==> config.mk <==
export PLATFORM = sky130hd
export DESIGN_NAME = flag_alu8
export DESIGN_NICKNAME = d
export VERILOG_FILES = /design/src/rtl/alu8_pkg.sv /design/src/rtl/alu8_addsub.sv /design/src/rtl/alu8_logic.sv /design/src/rtl/alu8_status.sv /design/src/rtl/flag_alu8.sv
export SDC_FILE = /design/constraint.sdc
export NUM_CORES = 1
export LEC_CHECK = 0
export BUFFER_PORTS_ARGS = -buffer_cell sky130_fd_sc_hd__buf_2
export CAP_MARGIN = 20
export CORE_ASPECT_RATIO = 0.6
export CORE_UTILIZATION = 58
export DETAILED_ROUTE_END_ITERATION = 10
export HOLD_SLACK_MARGIN = 0.15
export PLACE_DENSITY = 0.81
export SKIP_CTS_REPAIR_TIMING = 1
export SYNTH_ARGS = -nofsm -noshare
export SYNTH_HDL_FRONTEND = slang
export SYNTH_HIERARCHICAL = 1
export SYNTH_SLANG_ARGS = --single-unit
==> constraint.sdc <==
create_clock -name clk -period 5.07 [get_ports clk]
set_clock_uncertainty 0.1 [all_clocks]
set_input_delay 0.507 -clock clk [delete_from_list [all_inputs] [get_ports clk]]
set_output_delay 0.507 -clock clk [all_outputs]
set_load 0.05 [all_outputs]
==> src/rtl/alu8_pkg.sv <==
package alu8_pkg;

    localparam int DATA_W = 8;
    localparam int NIB_W  = 4;
    localparam int OP_W   = 3;

    typedef enum logic [OP_W-1:0] {
        OP_ADD = 3'd0,
        OP_ADC = 3'd1,
        OP_SUB = 3'd2,
        OP_SBB = 3'd3,
        OP_AND = 3'd4,
        OP_OR  = 3'd5,
        OP_XOR = 3'd6,
        OP_CMP = 3'd7
    } alu_op_e;

    typedef struct packed {
        logic s;
        logic z;
        logic ac;
        logic p;
        logic cy;
    } flags_t;

    function automatic logic even_ones(input logic [DATA_W-1:0] v);
        return ~^v;
    endfunction

    function automatic logic [7:0] pack_flags(input flags_t f);
        return {f.s, f.z, 1'b0, f.ac, 1'b0, f.p, 1'b1, f.cy};
    endfunction

endpackage

==> src/rtl/alu8_addsub.sv <==
module alu8_addsub #(
    parameter int W  = 8,
    parameter int NW = 4
) (
    input  logic [W-1:0] a,
    input  logic [W-1:0] b,
    input  logic         sub,
    input  logic         use_cin,
    input  logic         cin,
    output logic [W-1:0] res,
    output logic         cy,
    output logic         ac
);
    logic [W-1:0]  b_eff;
    logic          c0;
    logic [NW:0]   lo_sum;
    logic [W:0]    full_sum;

    always_comb begin
        b_eff    = sub ? ~b : b;
        c0       = (use_cin & cin) ^ sub;
        lo_sum   = {1'b0, a[NW-1:0]} + {1'b0, b_eff[NW-1:0]} + {{NW{1'b0}}, c0};
        full_sum = {1'b0, a} + {1'b0, b_eff} + {{W{1'b0}}, c0};
        res      = full_sum[W-1:0];
        cy       = full_sum[W] ^ sub;
        ac       = lo_sum[NW] ^ sub;
    end
endmodule

==> src/rtl/alu8_logic.sv <==
module alu8_logic #(
    parameter int W = 8
) (
    input  alu8_pkg::alu_op_e op,
    input  logic [W-1:0]      a,
    input  logic [W-1:0]      b,
    output logic [W-1:0]      res,
    output logic              ac
);
    import alu8_pkg::*;

    always_comb begin
        unique case (op)
            OP_AND:  begin res = a & b; ac = 1'b1; end
            OP_OR:   begin res = a | b; ac = 1'b0; end
            default: begin res = a ^ b; ac = 1'b0; end
        endcase
    end
endmodule

==> src/rtl/alu8_status.sv <==
module alu8_status #(
    parameter int W = 8
) (
    input  logic [W-1:0]     res,
    input  logic             cy,
    input  logic             ac,
    output alu8_pkg::flags_t flags
);
    import alu8_pkg::*;

    always_comb begin
        flags.s  = res[W-1];
        flags.z  = (res == '0);
        flags.ac = ac;
        flags.p  = even_ones(res);
        flags.cy = cy;
    end
endmodule

==> src/rtl/flag_alu8.sv <==
module flag_alu8 (
    input  logic       clk,
    input  logic       rst,
    input  logic [7:0] tmp_i,
    input  logic [2:0] op_i,
    input  logic       load_i,
    output logic [7:0] acc_o,
    output logic [7:0] flags_o
);
    import alu8_pkg::*;

    localparam int W  = DATA_W;
    localparam int NW = NIB_W;

    alu_op_e      op;
    logic         is_sub, use_cin, is_logic;
    logic [W-1:0] acc_q;
    flags_t       flag_q, flag_d;
    logic [W-1:0] ar_res, lg_res, res_mux;
    logic         ar_cy, ar_ac, lg_ac, cy_mux, ac_mux;

    assign op       = alu_op_e'(op_i);
    assign is_sub   = (op == OP_SUB) || (op == OP_SBB) || (op == OP_CMP);
    assign use_cin  = (op == OP_ADC) || (op == OP_SBB);
    assign is_logic = (op == OP_AND) || (op == OP_OR) || (op == OP_XOR);

    alu8_addsub #(.W(W), .NW(NW)) u_addsub (
        .a       (acc_q),
        .b       (tmp_i),
        .sub     (is_sub),
        .use_cin (use_cin),
        .cin     (flag_q.cy),
        .res     (ar_res),
        .cy      (ar_cy),
        .ac      (ar_ac)
    );

    alu8_logic #(.W(W)) u_logic (
        .op  (op),
        .a   (acc_q),
        .b   (tmp_i),
        .res (lg_res),
        .ac  (lg_ac)
    );

    always_comb begin
        res_mux = is_logic ? lg_res : ar_res;
        cy_mux  = is_logic ? 1'b0   : ar_cy;
        ac_mux  = is_logic ? lg_ac  : ar_ac;
    end

    alu8_status #(.W(W)) u_status (
        .res   (res_mux),
        .cy    (cy_mux),
        .ac    (ac_mux),
        .flags (flag_d)
    );

    always_ff @(posedge clk) begin
        if (rst) begin
            acc_q  <= '0;
            flag_q <= '0;
        end else if (load_i) begin
            flag_q <= flag_d;
            if (op != OP_CMP) acc_q <= res_mux;
        end
    end

    assign acc_o   = acc_q;
    assign flags_o = pack_flags(flag_q);

    AST_HOLD_STATE: assert property (@(posedge clk) disable iff (rst)
        !load_i |=> ($stable(acc_o) && $stable(flags_o)));

    AST_CMP_KEEPS_ACC: assert property (@(posedge clk) disable iff (rst)
        (load_i && op_i == 3'd7) |=> $stable(acc_o));

    AST_ADD_SUM: assert property (@(posedge clk) disable iff (rst)
        (load_i && op_i == 3'd0) |=>
        ({flags_o[0], acc_o} == ({1'b0, $past(acc_o)} + {1'b0, $past(tmp_i)})));

    AST_LOGIC_NO_CARRY: assert property (@(posedge clk) disable iff (rst)
        (load_i && op_i >= 3'd4 && op_i != 3'd7) |=> (flags_o[0] == 1'b0));

    AST_RESULT_FLAGS: assert property (@(posedge clk) disable iff (rst)
        (load_i && op_i != 3'd7) |=>
        (flags_o[7] == acc_o[7] && flags_o[6] == (acc_o == 8'h00) &&
         flags_o[2] == ~^acc_o));
endmodule

==> run metrics <==
# diodes=0; final wirelength=4444 um; total global routing overflow=0; Post-synth ARST share=0%; worst hold path stage count=2; post-route cell area=0.002032 sq mm; Clock transition at path regs=0.06 ns; drt initial violations=95; final setup fails=0; Placer Congestion=0.9569; Worst Tran Pin Value=1.080 ns; worst-case reg-to-reg path depth=15; WS Path Type=input pin to flip-flop; Yosys cell types=44; detailed placer's ending HPWL=3340 um; Pwr Density=308.5 mW/mm^2; Final min period=4.115 ns; synth cell count leaders=inv_1 (41), ha_1 (27), nor2_1 (17), nand2_1 (14); hold violation count in the final report=0; placed cell area=0.001986 sq mm; PortBufs=26; YS warnings=6; htree depth=1; most common cell in the netlist=inv_1; fillcell total=267; largest net degree at the start of global routing=19; worst hold path type=flip-flop to flip-flop; Syn Inst Count=228; initial core utilization=63.50%; dominant cells by area after synthesis=ha_1 (18%), dfxtp_1 (14%), inv_1 (8.1%), xor2_1 (6.0%), a2111oi_2 (5.5%); peak fanout along the critical path=18; post-route ant nets=0; Worst EP arrival=4.14 ns; first-pass GRT wire length=7341 um; Total GRT Usage=27.53%; VDD IR-drop max=0.2522 mV; normalized max-slew margin=27.82%; crit share post-route=81.17%; top cell type's share of synthesized area=17.72%; TritonCTS Buffers=3; Leakage=0.001052 uW; post-DR vias/cell=5.722; Layout area overhead=6.562%; CP most frequent cell=xnor2_1; Max Cap Viol=0; Syn Area/Cell=8.363 sq um; RSZ-0062 raised after global routing=false; share of layout cells above drive strength 1=27.24%; register bit total from synthesis=13; Via Count=1648; 1st-pass router iterations=5; Top FF cell, synth=dfxtp_1; CP Cell Sequence=buf_2, inv_1, a21boi_1, buf_4, xnor2_1, fa_1, fa_1, and2b_1, o21ai_0, nand2b_1, xor2_1, mux2_2, inv_1, ha_1, xnor2_1, xnor2_1, mux2i_1, nor2_1; initial antenna violation count=0; die area=0.003528 sq mm; Horiz. Die Dim=76.02 um; Mapped Area=0.001907 sq mm; average routed wire per standard cell=15.43 um; flop-to-flop setup slack=1.66 ns; final setup TNS=0 ns; Post-synth EDFFs=0; DRC=0; chip height=46.42 um; sequential-to-total area share from yosys stat=13.65%; Worst path depth=18; final slew viol count=0; worst path bufs/invs=4; FMAX=243.0 MHz; CP Capture Type=flip-flop; slowest cell delay on critical path=0.44 ns; vias in the first global route=1504; TritonCTS clock tree=built; Root Driver=clkbuf_8; CTS Buffer Depth=2; critical path required time=5.10 ns; top cell type by total area after synthesis=ha_1; Net count, final=290; CP max stage cell=fa_1; FP Rows=15; Crit path max-delay family=adder cells; Worst-Skew Late Latency=0.25 ns; Core Region=0.003003 sq mm; CP Launch Type=input pin; IO Pins=30; Sink Count=13; run status=completed
[flip-flops by register name, summed over array words and instances (netlist names)]
| name | cells |
|---|---|
| acc_o | 8 |
| flags_o | 5 |
[worst register-to-register path, cell delays in order (launching register included)]
cell and delay (ns):
dfxtp_1 0.36, nand2_1 0.09, xor2_1 0.17, fa_1 0.42, fa_1 0.42, and2b_1 0.25, o21ai_0 0.08, nand2b_1 0.15
xor2_1 0.21, mux2_2 0.19, inv_1 0.05, ha_1 0.29, xnor2_1 0.23, xnor2_1 0.10, mux2i_1 0.13, nor2_1 0.05
[per-layer routing]
metal	up-vias	part of all wire (%)	global-route usage, %
li1	788	-	-
met1	760	47	36.45
met2	96	42	45.45
met3	4	10	6.733
met4	0	0.81	8.077
met5	-	0	0
[power breakdown]
part / internal, uW / switching [uW]
combinational: 162 / 238
sequential: 115 / 15.2
clock: 54.4 / 41.6
total: 332 / 295
[final cells by class]
class                           instances  area [sq um]  area share, %
Clock buffer                            3         41.29          2.032
Clock inverter                          1         5.005         0.2463
Inverter                               41         153.9          7.574
Multi-Input combinational cell        160          1374          67.61
Sequential cell                        13         260.3          12.81
Tap cell                               42         52.55          2.586
Timing Repair Buffer                   28         145.1          7.143
[cells in the final DEF, fill, tap and decap left out, types with 2 or more instances in the layout]
cell | Yosys | routed
inv_1 | 41 | 41
ha_1 | 27 | 27
buf_2 | 3 | 26
nor2_1 | 17 | 17
nand2_1 | 14 | 14
dfxtp_1 | 13 | 13
xor2_1 | 13 | 13
o21ai_2 | 10 | 10
mux2_2 | 9 | 9
o22ai_1 | 8 | 8
mux2i_1 | 8 | 8
a2111oi_2 | 7 | 7
xnor2_1 | 6 | 6
o21ai_0 | 5 | 5
conb_1 | 2 | 3
clkbuf_8 | 0 | 3
nand2_2 | 3 | 3
o21ai_1 | 3 | 3
a21boi_1 | 1 | 2
nor2b_1 | 2 | 2
nand2b_1 | 2 | 2
o21a_1 | 2 | 2
nor3_1 | 2 | 2
fa_1 | 2 | 2
buf_4 | 6 | 2
[worst paths after layout]
check / startpoint / endpoint
min reg2reg: flags_o[4] / flags_o[4]
min: flags_o[4] / flags_o[4]
max reg2reg: flags_o[0] / flags_o[2]
max: op_i[0] / flags_o[2]
[through the flow]
| step | utilization, % | hold WS, ns | setup WS, ns | total power (uW) | cells |
|---|---|---|---|---|---|
| floorplan | - | 0.4713 | 1.304 | 455.2 | 229 |
| global placement | 66.13 | 0.3739 | 0.9653 | 511.3 | 284 |
| detailed placement | 66.13 | 0.3810 | 0.8107 | 521.3 | 284 |
| CTS | 67.67 | 0.3987 | 1.006 | 624.7 | 288 |
| global route | 67.67 | 0.4355 | 0.7531 | 669.4 | 288 |
| finish | 67.67 | 0.3909 | 0.9545 | 626.9 | 288 |
[logic make-up (layout without fill, tap and decap cells)]
logic type | Yosys count | count (layout) | synth area share (%)
compound gates | 44 | 44 | 20.93
xor+xnor | 19 | 19 | 8.727
fa+ha+maj | 29 | 29 | 19.82
buf+inv | 56 | 73 | 14.50
flops | 13 | 13 | 13.65
mux | 17 | 17 | 9.515
other cells | 2 | 3 | 0.3938
simple gates | 48 | 48 | 12.47
No activity file was read; power rests on OpenSTA's default activity.
